$ cat src/rtl/tmr16_pkg.sv
package tmr16_pkg;
  localparam logic [1:0] A_CNT_LO = 2'd0;
  localparam logic [1:0] A_CNT_HI = 2'd1;
  localparam logic [1:0] A_CTRL   = 2'd2;
  localparam logic [1:0] A_STAT   = 2'd3;

  // bit 0 run, bit 1 source, bit 2 synchronize, bits [4:3] prescale
  typedef struct packed {
    logic [1:0] ps;
    logic       sync;
    logic       src;
    logic       run;
  } ctrl_t;
endpackage

$ cat src/rtl/tmr16_tick_gen.sv
module tmr16_tick_gen #(
  parameter int DIV = 4
) (
  input  logic clk,
  input  logic rst,
  output logic tick
);
  localparam int TW = (DIV > 1) ? $clog2(DIV) : 1;
  logic [TW-1:0] phase_q;

  always_ff @(posedge clk) begin
    if (rst)                         phase_q <= '0;
    else if (phase_q == TW'(DIV-1))  phase_q <= '0;
    else                             phase_q <= phase_q + 1'b1;
  end

  assign tick = (phase_q == TW'(DIV-1));
endmodule

$ cat src/rtl/tmr16_edge_in.sv
module tmr16_edge_in #(
  parameter int STAGES = 2
) (
  input  logic clk,
  input  logic rst,
  input  logic pin,
  input  logic sync_en,
  output logic rise
);
  logic [STAGES:0] sh_q;

  always_ff @(posedge clk) begin
    if (rst) sh_q <= '0;
    else     sh_q <= {sh_q[STAGES-1:0], pin};
  end

  logic rise_sync, rise_fast;
  assign rise_sync = sh_q[STAGES-1] & ~sh_q[STAGES];
  assign rise_fast = sh_q[0] & ~sh_q[1];
  assign rise      = sync_en ? rise_sync : rise_fast;
endmodule

$ cat src/rtl/tmr16_prescale.sv
module tmr16_prescale #(
  parameter int PS_W = 2
) (
  input  logic            clk,
  input  logic            rst,
  input  logic            restart,
  input  logic            ev,
  input  logic [PS_W-1:0] ps,
  output logic            inc
);
  localparam int PC_W = (1 << PS_W) - 1;
  logic [PC_W-1:0] pc_q;
  logic [PC_W-1:0] mask;
  logic            full;

  assign mask = (PC_W'(1) << ps) - PC_W'(1);
  assign full = (pc_q >= mask);
  assign inc  = ev & full;

  always_ff @(posedge clk) begin
    if (rst || restart) pc_q <= '0;
    else if (ev)        pc_q <= full ? '0 : pc_q + 1'b1;
  end
endmodule

$ cat src/rtl/tmr16_ctr.sv
module tmr16_ctr #(
  parameter int DATA_W      = 8,
  parameter int TICK_DIV    = 4,
  parameter int SYNC_STAGES = 2,
  parameter int PS_W        = 2
) (
  input  logic              clk,
  input  logic              rst,
  input  logic              bus_wr_en,
  input  logic [1:0]        bus_addr,
  input  logic [DATA_W-1:0] bus_wdata,
  output logic [DATA_W-1:0] bus_rdata,
  input  logic              ext_clk,
  input  logic              trig_clr,
  output logic              irq
);
  import tmr16_pkg::*;
  localparam int CNT_W  = 2 * DATA_W;
  localparam int CTRL_W = $bits(ctrl_t);

  ctrl_t            ctrl_q;
  logic [CNT_W-1:0] cnt_q;
  logic             ovf_q, ie_q;
  logic             tick, ext_rise, ev, inc, ovf_evt;
  logic             wr_lo, wr_hi, wr_cnt, wr_ctl, wr_st;

  assign wr_lo  = bus_wr_en && (bus_addr == A_CNT_LO);
  assign wr_hi  = bus_wr_en && (bus_addr == A_CNT_HI);
  assign wr_ctl = bus_wr_en && (bus_addr == A_CTRL);
  assign wr_st  = bus_wr_en && (bus_addr == A_STAT);
  assign wr_cnt = wr_lo | wr_hi;

  tmr16_tick_gen #(.DIV(TICK_DIV)) u_tick (
    .clk(clk), .rst(rst), .tick(tick)
  );

  tmr16_edge_in #(.STAGES(SYNC_STAGES)) u_edge (
    .clk(clk), .rst(rst), .pin(ext_clk), .sync_en(ctrl_q.sync), .rise(ext_rise)
  );

  assign ev = ctrl_q.run & (ctrl_q.src ? ext_rise : tick);

  tmr16_prescale #(.PS_W(PS_W)) u_pre (
    .clk(clk), .rst(rst), .restart(wr_cnt), .ev(ev), .ps(ctrl_q.ps), .inc(inc)
  );

  assign ovf_evt = inc && !trig_clr && !wr_cnt && (cnt_q == '1);

  always_ff @(posedge clk) begin
    if (rst) begin
      cnt_q  <= '0;
      ctrl_q <= '0;
      ovf_q  <= 1'b0;
      ie_q   <= 1'b0;
    end else begin
      if (trig_clr)   cnt_q <= '0;
      else if (wr_lo) cnt_q[DATA_W-1:0] <= bus_wdata;
      else if (wr_hi) cnt_q[CNT_W-1:DATA_W] <= bus_wdata;
      else if (inc)   cnt_q <= cnt_q + 1'b1;

      if (ovf_evt)    ovf_q <= 1'b1;
      else if (wr_st) ovf_q <= bus_wdata[0];

      if (wr_st)  ie_q   <= bus_wdata[1];
      if (wr_ctl) ctrl_q <= ctrl_t'(bus_wdata[CTRL_W-1:0]);
    end
  end

  always_comb begin
    unique case (bus_addr)
      A_CNT_LO: bus_rdata = cnt_q[DATA_W-1:0];
      A_CNT_HI: bus_rdata = cnt_q[CNT_W-1:DATA_W];
      A_CTRL:   bus_rdata = {{(DATA_W-CTRL_W){1'b0}}, ctrl_q};
      default:  bus_rdata = {{(DATA_W-2){1'b0}}, ie_q, ovf_q};
    endcase
  end

  assign irq = ovf_q & ie_q;
endmodule

$ cat config.mk
export PLATFORM = sky130hd
export DESIGN_NAME = tmr16_ctr
export DESIGN_NICKNAME = d
export VERILOG_FILES = /design/src/rtl/tmr16_pkg.sv /design/src/rtl/tmr16_tick_gen.sv /design/src/rtl/tmr16_edge_in.sv /design/src/rtl/tmr16_prescale.sv /design/src/rtl/tmr16_ctr.sv
export SDC_FILE = /design/constraint.sdc
export NUM_CORES = 1
export LEC_CHECK = 0
export ABC_AREA = 1
export BUFFER_PORTS_ARGS = -buffer_cell sky130_fd_sc_hd__buf_4
export CORE_MARGIN = 3
export CORE_UTILIZATION = 50
export DETAILED_ROUTE_END_ITERATION = 16
export PLACE_DENSITY = 0.73
export SLEW_MARGIN = 20
export SYNTH_ARGS = -nofsm -noshare
export SYNTH_HDL_FRONTEND = slang
export SYNTH_SLANG_ARGS = --single-unit
$ cat constraint.sdc
create_clock -name clk -period 1.5 [get_ports clk]
set_input_delay 0.225 -clock clk [delete_from_list [all_inputs] [get_ports clk]]
set_output_delay 0.225 -clock clk [all_outputs]
set_load 0.05 [all_outputs]
==> results of run 1 <==
==> metal layers <==
metal / vias to the layer above / routed length [µm] / share of wire (%) / GRT usage [%]
met3: 19 / 381 / 6.3 / 6.645
met4: 0 / 260 / 4.3 / 12.65
met5: - / 0 / 0 / 0
met1: 1009 / 2469 / 41 / 31.09
li1: 1149 / - / - / -
met2: 95 / 2928 / 48 / 43.98
==> through the flow <==
stage	total power [W]	worst slack, ns	cells
finish	0.001845	-0.1333	422
global route	0.001918	-0.2264	422
CTS	0.001820	-0.1075	421
detailed placement	0.001180	-0.1861	412
global placement	0.001174	-0.08809	412
floorplan	0.001051	-0.09196	315
==> critical path: stages (launching register included) <==
cell	delay (ns)
sky130_fd_sc_hd__dfxtp_2	0.36
sky130_fd_sc_hd__nand2_2	0.07
sky130_fd_sc_hd__ha_4	0.30
sky130_fd_sc_hd__nand3_2	0.08
sky130_fd_sc_hd__nand3_2	0.10
sky130_fd_sc_hd__nand3_4	0.12
sky130_fd_sc_hd__a21oi_4	0.26
sky130_fd_sc_hd__buf_4	0.16
sky130_fd_sc_hd__o21ai_1	0.05
sky130_fd_sc_hd__nor2_1	0.07
==> power breakdown <==
group | switching [W] | internal (W)
sequential | 0.0000190 | 0.000851
clock | 0.000329 | 0.000317
combinational | 0.000197 | 0.000132
==> worst min-delay path by stage <==
stage | from | end | slack, ns
finish | ext_clk | u_edge.sh_q[0]$_SDFF_PP0_ | 0.15
global route | ext_clk | u_edge.sh_q[0]$_SDFF_PP0_ | 0.17
CTS | ext_clk | u_edge.sh_q[0]$_SDFF_PP0_ | 0.15
global placement | u_tick.phase_q[0]$_SDFF_PP0_ | u_tick.phase_q[0]$_SDFF_PP0_ | 0.42
floorplan | rst | ctrl_q[0]$_SDFFE_PP0P_ | 0.30
detailed placement | u_edge.sh_q[0]$_SDFF_PP0_ | u_edge.sh_q[1]$_SDFF_PP0_ | 0.43
==> registers in the layout (all words and copies together) (netlist names) <==
| register | count |
|---|---|
| ctrl_q | 5 |
| u_edge.sh_q | 3 |
| u_pre.pc_q | 3 |
| u_tick.phase_q | 2 |
| ovf_q | 1 |
| cnt_q | 16 |
| ie_q | 1 |
==> cells in the final DEF (no fill, tap or decap), drive strengths merged <==
master	instances
nand2	87
buf	55
nor2	49
inv	43
dfxtp	31
nand3	24
o21ai	23
a21oi	17
ha	6
a211oi	5
nand4	5
clkbuf	5
nor3	4
o22ai	3
clkinv	3
o221ai	3
o2111ai	2
or2	2
nor3b	1
xnor2	1
a22oi	1
o31ai	1
nor4	1
nand3b	1
mux2i	1
==> logic make-up after synthesis <==
kind of cell / synth area share [%]
compound gates: 16.39
flops: 31.51
mux: 0.5083
xor+xnor: 0.4448
simple gates: 38.25
buf+inv: 9.085
fa+ha+maj: 3.812
==> layout make-up <==
cell class                 instances  share of cell area, %
tap                               48                  2.245
sequential                        31                  23.39
clock inverter                     3                 0.5613
timing repair buffer              55                  15.58
multi-input combinational        237                  49.53
clock buffer                       5                  2.572
inverter                          43                  6.127
==> timing repair <==
item,in CTS,in global routing
setup buffers,1,2
endpoints found under the setup margin,21,25
pin swaps,11,6
hold endpoints to repair,0,0
gates resized for setup,12,21
gates cloned,0,0
==> metrics, run 1 <==
result of the run complete, but fails checks; violated checks setup timing; top cells by area in the synthesized netlist sky130_fd_sc_hd__dfxtp_1 (32%), sky130_fd_sc_hd__nand2_1 (16%), sky130_fd_sc_hd__nor2_1 (8.8%); Iter 0 DRT Violations 177; register area share after synthesis 31.51%; number of unique standard cell types used by synthesis 33; pin count of the biggest net entering global routing 15; leading post-synthesis cells by instance count sky130_fd_sc_hd__nand2_1 (83), sky130_fd_sc_hd__nor2_1 (46), sky130_fd_sc_hd__inv_1 (40); DR DRC count 0; data arrival time at the worst-slack endpoint 1.86 ns; worst r2r dst cnt_q[9]$_SDFFE_PP0P_; final standard cell area without fillers 2675 µm²; Core Util, Final 71.99%; vias post-DR 2272; largest buffer count on any clock path 2; Worst Max-Slew Pin Slew 0.3611 ns; FP Rows 22; cts bufs inserted 5; Worst Clk Skew 0.002943 ns; clock sinks 31; Syn-to-layout area delta 35.83%; number of global-route vias before repair 2076; EDFF count, synth 0; post-synthesis cell area 1969 µm²; number of endpoints with negative hold slack in the final report 0; primary flip-flop cell chosen by synthesis mapping sky130_fd_sc_hd__dfxtp_1; Pre-antenna DRT Iters 5; relative max-transition margin 75.86%; share of synthesized registers carrying an async set or reset 0%; Worst Path Required 1.73 ns; Core Footprint 3716 µm²; All-Layer GR Usage 26.24%; depth of the most critical reg-to-reg path 9; layout net count 394; Final Max Tran Viols 0; final worst-path cycle share 108.9%; register area 625.6 µm²; most numerous cell in the Yosys netlist sky130_fd_sc_hd__nand2_1; crit path capture type flip-flop; Worst-Skew Late Latency 0.28 ns; average detailed-routed wire length per instance 14.31 µm; minimum setup slack in the final design -0.1333 ns; clock input transition at the sequential cells of the worst setup and hold paths 0.07 ns; vertical die dimension 68.76 µm; Yosys warnings 0; critical path fanouts, max 7; Detailed Place HPWL 4502 µm; worst hold-check slack 0.1490 ns; instance area at placement 2440 µm²; chip width 68.76 µm; I/O pin count 24; CP startpoint kind flip-flop; average via count per standard cell 5.384; Max Clk Rate 612.2 MHz; number of H-tree levels 2; time the worst path needs with I/O delays and setup 1.633 ns; synthesized area per cell 6.252 µm²; unrepaired setup endpoints after global routing true; worst hold path depth 3; GPL Wtd Cong 0.9659; last element of the critical path cnt_q[9]$_SDFFE_PP0P_; path class of the lowest-slack min-delay path in2reg; cell taking the most area after synthesis sky130_fd_sc_hd__dfxtp_1; number of antenna cells inserted 0; count of max-cap constraint violations 0; number of antenna violations at the first check in global routing 0; effective utilization at floorplan 53.00%; CTS root buf sky130_fd_sc_hd__clkbuf_8; static power due to leakage 1.132 nW; Total Routed Length 6039 µm; number of buffer cells added on primary ports 23; Die Footprint 4728 µm²; power density cells 689.7 nW/µm²; area occupied by multi-input gates 1325 µm²; hold-fix buffers at CTS 0; Final setup violation count 19; reg2reg start ctrl_q[4]$_SDFFE_PP0P_; leftover overflow at the end of global routing 0; number of fill cells 327; launch point of the worst path ctrl_q[4]$_SDFFE_PP0P_; worst vdd ir 0.0003502 V; critical setup path kind reg2reg; CTS tree built; fraction of layout instances using a drive strength above 1 28.07%; global-route wire length before repair 9190 µm; post-synth top area share 31.51%; Synth Instances 315; syn_nets 336; antenna-violating nets left 0; flop-to-flop setup slack -0.13 ns; accumulated negative setup slack -1.813 ns; number of register bits inferred by synthesis 31
No activity file was read; power rests on OpenSTA's default activity.
==> inputs of run 2 (changes only) <==
- ABC_AREA: 1 -> unset
==> run 2 against run 1 <==
  * The flow still finishes with violations (setup timing)
  * Sequential share of layout area is 3.3 points lower
  * First-iteration DRC count is 19% higher
  * Die area shrank 1.0%
  * Flip-flop and latch count stayed put
  * Utilization rose by 14 points
  * Synthesized area down 1.1%
  * Final area rose by 19%
  * Critical path type unchanged
  * Largest cell class unchanged
  * Largest power group unchanged
==> metrics, run 2 <==
FP Rows 22 (unchanged); Yosys warnings 0 (unchanged); worst hold path depth 2 (was 3); Worst Path Required 1.73 ns (about the same); Final setup violation count 22 (was 19); flop-to-flop setup slack -0.48 ns (was -0.13 ns); Worst Hold Path EP ovf_q$_SDFFE_PP0P_ (was u_edge.sh_q[0]$_SDFF_PP0_); hold-fix buffers at CTS 0 (unchanged); critical path fanouts, max 8 (was 7); violated checks setup timing (unchanged); Final Non-Filler Cells 372 (was 422); number of antenna violations at the first check in global routing 0 (unchanged); Syn-to-layout area delta 63.24% (was 35.83%); depth of the most critical reg-to-reg path 7 (was 9); Die Footprint 4679 µm² (was 4728 µm²); EDFF count, synth 0 (unchanged); Iter 0 DRT Violations 211 (was 177); vias post-DR 2276 (was 2272); leading cell types in the layout, fill and taps excluded sky130_fd_sc_hd__buf_4 (74), sky130_fd_sc_hd__nand2_1 (25), sky130_fd_sc_hd__dfxtp_1 (22), sky130_fd_sc_hd__buf_6 (17), sky130_fd_sc_hd__nand3_1 (14) (was sky130_fd_sc_hd__nand2_1 (78), sky130_fd_sc_hd__buf_4 (54), sky130_fd_sc_hd__nor2_1 (42), sky130_fd_sc_hd__inv_1 (37), sky130_fd_sc_hd__dfxtp_1 (27)); minimum setup slack in the final design -0.4773 ns (was -0.1333 ns); number of flip-flops under the largest register name 16 (unchanged); Core Footprint 3716 µm² (unchanged); synthesized area per cell 8.428 µm² (was 6.252 µm²); Worst Clk Skew 0.01378 ns (was 0.002943 ns); Final Max Tran Viols 0 (unchanged); pre-CTS setup slack -0.4681 ns (was -0.1861 ns); global-route wire length before repair 10090 µm (was 9190 µm); final worst-path cycle share 131.8% (was 108.9%); hold path startpoint rst (was ext_clk); accumulated negative setup slack -7.649 ns (was -1.813 ns); CTS tree built (unchanged); DR DRC count 0 (unchanged); CTS root buf sky130_fd_sc_hd__clkbuf_8 (unchanged); cts bufs inserted 5 (unchanged); dpl cells 356 (was 412); number of buffer cells added on primary ports 23 (unchanged); static power due to leakage 1.237 nW (was 1.132 nW); crit path capture type flip-flop (unchanged); worst r2r dst cnt_q[6]$_SDFFE_PP0P_ (was cnt_q[9]$_SDFFE_PP0P_); number of antenna cells inserted 0 (unchanged); path class of the lowest-slack min-delay path in2reg (unchanged); number of register bits inferred by synthesis 31 (unchanged); clock input transition at the sequential cells of the worst setup and hold paths 0.08 ns (was 0.07 ns); worst vdd ir 0.0006280 V (was 0.0003502 V); number of fill cells 193 (was 327); antenna-violating nets left 0 (unchanged); number of H-tree levels 2 (unchanged); clock sinks 31 (unchanged); CP startpoint kind flip-flop (unchanged); Pre-antenna DRT Iters 4 (was 5); chip width 68.40 µm (was 68.76 µm); Max Clk Rate 505.7 MHz (was 612.2 MHz); fraction of layout instances using a drive strength above 1 51.54% (was 28.07%); post-synth top area share 31.88% (was 31.51%); number of unique standard cell types used by synthesis 55 (was 33); layout net count 344 (was 394); top cells by area in the synthesized netlist sky130_fd_sc_hd__dfxtp_1 (32%), sky130_fd_sc_hd__nand2_1 (5.4%), sky130_fd_sc_hd__nand3_1 (4.4%) (was sky130_fd_sc_hd__dfxtp_1 (32%), sky130_fd_sc_hd__nand2_1 (16%), sky130_fd_sc_hd__nor2_1 (8.8%)); primary flip-flop cell chosen by synthesis mapping sky130_fd_sc_hd__dfxtp_1 (unchanged); data arrival time at the worst-slack endpoint 2.20 ns (was 1.86 ns); critical setup path kind reg2reg (unchanged); Worst Max-Slew Pin Slew 0.4566 ns (was 0.3611 ns); number of global-route vias before repair 2163 (was 2076); vertical die dimension 68.40 µm (was 68.76 µm); count of max-cap constraint violations 0 (unchanged); Synth Instances 231 (was 315); average detailed-routed wire length per instance 19.06 µm (was 14.31 µm); power density cells 624.2 nW/µm² (was 689.7 nW/µm²); unrepaired setup endpoints after global routing true (unchanged); I/O pin count 24 (unchanged); Detailed Place HPWL 4478 µm (was 4502 µm); leftover overflow at the end of global routing 0 (unchanged); average via count per standard cell 6.118 (was 5.384); Total Routed Length 7089 µm (was 6039 µm); most numerous cell in the Yosys netlist sky130_fd_sc_hd__dfxtp_1 (was sky130_fd_sc_hd__nand2_1); registers with the most flip-flops cnt_q x16, ctrl_q x5 (unchanged); commonest non-fill, non-tap cell in the layout sky130_fd_sc_hd__buf_4 (was sky130_fd_sc_hd__nand2_1); share of synthesized registers carrying an async set or reset 0% (unchanged); GPL Wtd Cong 0.8965 (was 0.9659); post-synthesis cell area 1947 µm² (was 1969 µm²); cell taking the most area after synthesis sky130_fd_sc_hd__dfxtp_1 (unchanged); time the worst path needs with I/O delays and setup 1.977 ns (was 1.633 ns); pin count of the biggest net entering global routing 14 (was 15); syn_nets 252 (was 336); All-Layer GR Usage 29.36% (was 26.24%); number of endpoints with negative hold slack in the final report 0 (unchanged); result of the run complete, but fails checks (unchanged); relative max-transition margin 69.56% (was 75.86%); Overall Power 0.001984 W (was 0.001845 W); register area share after synthesis 31.88% (was 31.51%); reg2reg start ctrl_q[4]$_SDFFE_PP0P_ (unchanged); register with the most flip-flops cnt_q (unchanged); effective utilization at floorplan 52.39% (was 53.00%); Worst-Skew Late Latency 0.30 ns (was 0.28 ns); leading post-synthesis cells by instance count sky130_fd_sc_hd__dfxtp_1 (31), sky130_fd_sc_hd__nand2_1 (28), sky130_fd_sc_hd__nand3_1 (17) (was sky130_fd_sc_hd__nand2_1 (83), sky130_fd_sc_hd__nor2_1 (46), sky130_fd_sc_hd__inv_1 (40)); largest buffer count on any clock path 2 (unchanged)
## run 2: worst max-delay path by stage
stage | from | end | slack, ns | depth (start not counted)
finish | ctrl_q[4]$_SDFFE_PP0P_ | cnt_q[6]$_SDFFE_PP0P_ | -0.48 | 7
global placement | ctrl_q[3]$_SDFFE_PP0P_ | cnt_q[12]$_SDFFE_PP0P_ | -0.42 | 8
CTS | ctrl_q[4]$_SDFFE_PP0P_ | cnt_q[12]$_SDFFE_PP0P_ | -0.48 | 8
floorplan | ctrl_q[3]$_SDFFE_PP0P_ | cnt_q[12]$_SDFFE_PP0P_ | -0.43 | 7
global route | ctrl_q[4]$_SDFFE_PP0P_ | cnt_q[6]$_SDFFE_PP0P_ | -0.56 | 9
detailed placement | ctrl_q[3]$_SDFFE_PP0P_ | cnt_q[12]$_SDFFE_PP0P_ | -0.47 | 8
## run 2: what timing repair did
item,4_1_cts,5_1_grt
endpoints found under the setup margin,22,23
pin swaps,13,20
resized for setup,26,35
buffers inserted,5,6
endpoints found under the hold margin,0,0
## run 2: final cells by class
cell class,instances,area [µm²],share of cell area [%]
well taps,48,60.06,1.890
repair buffers,96,837.1,26.34
clock buffers,8,100.1,3.150
multi-input cells,186,1530,48.15
inverters,3,11.26,0.3543
flip-flops and latches,31,639.4,20.12
## run 2: metrics by stage
| step | cell area [µm²] | utilization [%] | hold WS (ns) |
|---|---|---|---|
| 2_1_floorplan | 2039 | - | 0.2966 |
| 3_3_place_gp | 2744 | 73.84 | 0.4157 |
| 3_5_place_dp | 2744 | 73.84 | 0.4247 |
| 4_1_cts | 2979 | 80.17 | 0.1383 |
| 5_1_grt | 3178 | 85.52 | 0.1437 |
| 6_report | 3178 | 85.52 | 0.1423 |
## run 2: power breakdown
part / internal, W / switching, W / total, W
registers: 0.000842 / 0.0000161 / 0.000858
logic: 0.000179 / 0.000189 / 0.000369
clock network: 0.000419 / 0.000338 / 0.000757
## run 2: critical path, cell delays in order (launching register included)
cell and delay (ns):
sky130_fd_sc_hd__dfxtp_2 0.33, sky130_fd_sc_hd__or2_4 0.26, sky130_fd_sc_hd__ha_4 0.28, sky130_fd_sc_hd__nor2b_4 0.05, sky130_fd_sc_hd__o21ai_4 0.20, sky130_fd_sc_hd__nand4_4 0.18, sky130_fd_sc_hd__or4_1 0.45, sky130_fd_sc_hd__a31oi_1 0.16
## run 2: cells by family (layout without fill, tap and decap cells)
family | count (synthesis) | in the layout | share of synthesized area (%)
compound gates | 65 | 65 | 23.59
fa+ha+maj | 6 | 6 | 3.856
buf+inv | 14 | 107 | 3.278
flops | 31 | 31 | 31.88
mux | 10 | 10 | 6.427
simple gates | 105 | 105 | 30.98
## run 2: routing by layer
layer / vias to the layer above / wire length [µm] / GRT usage (%)
met5: - / 0 / 0
met4: 0 / 235 / 15.14
met3: 28 / 477 / 5.583
met2: 106 / 3350 / 45.53
met1: 1081 / 3024 / 38.32
li1: 1061 / - / -
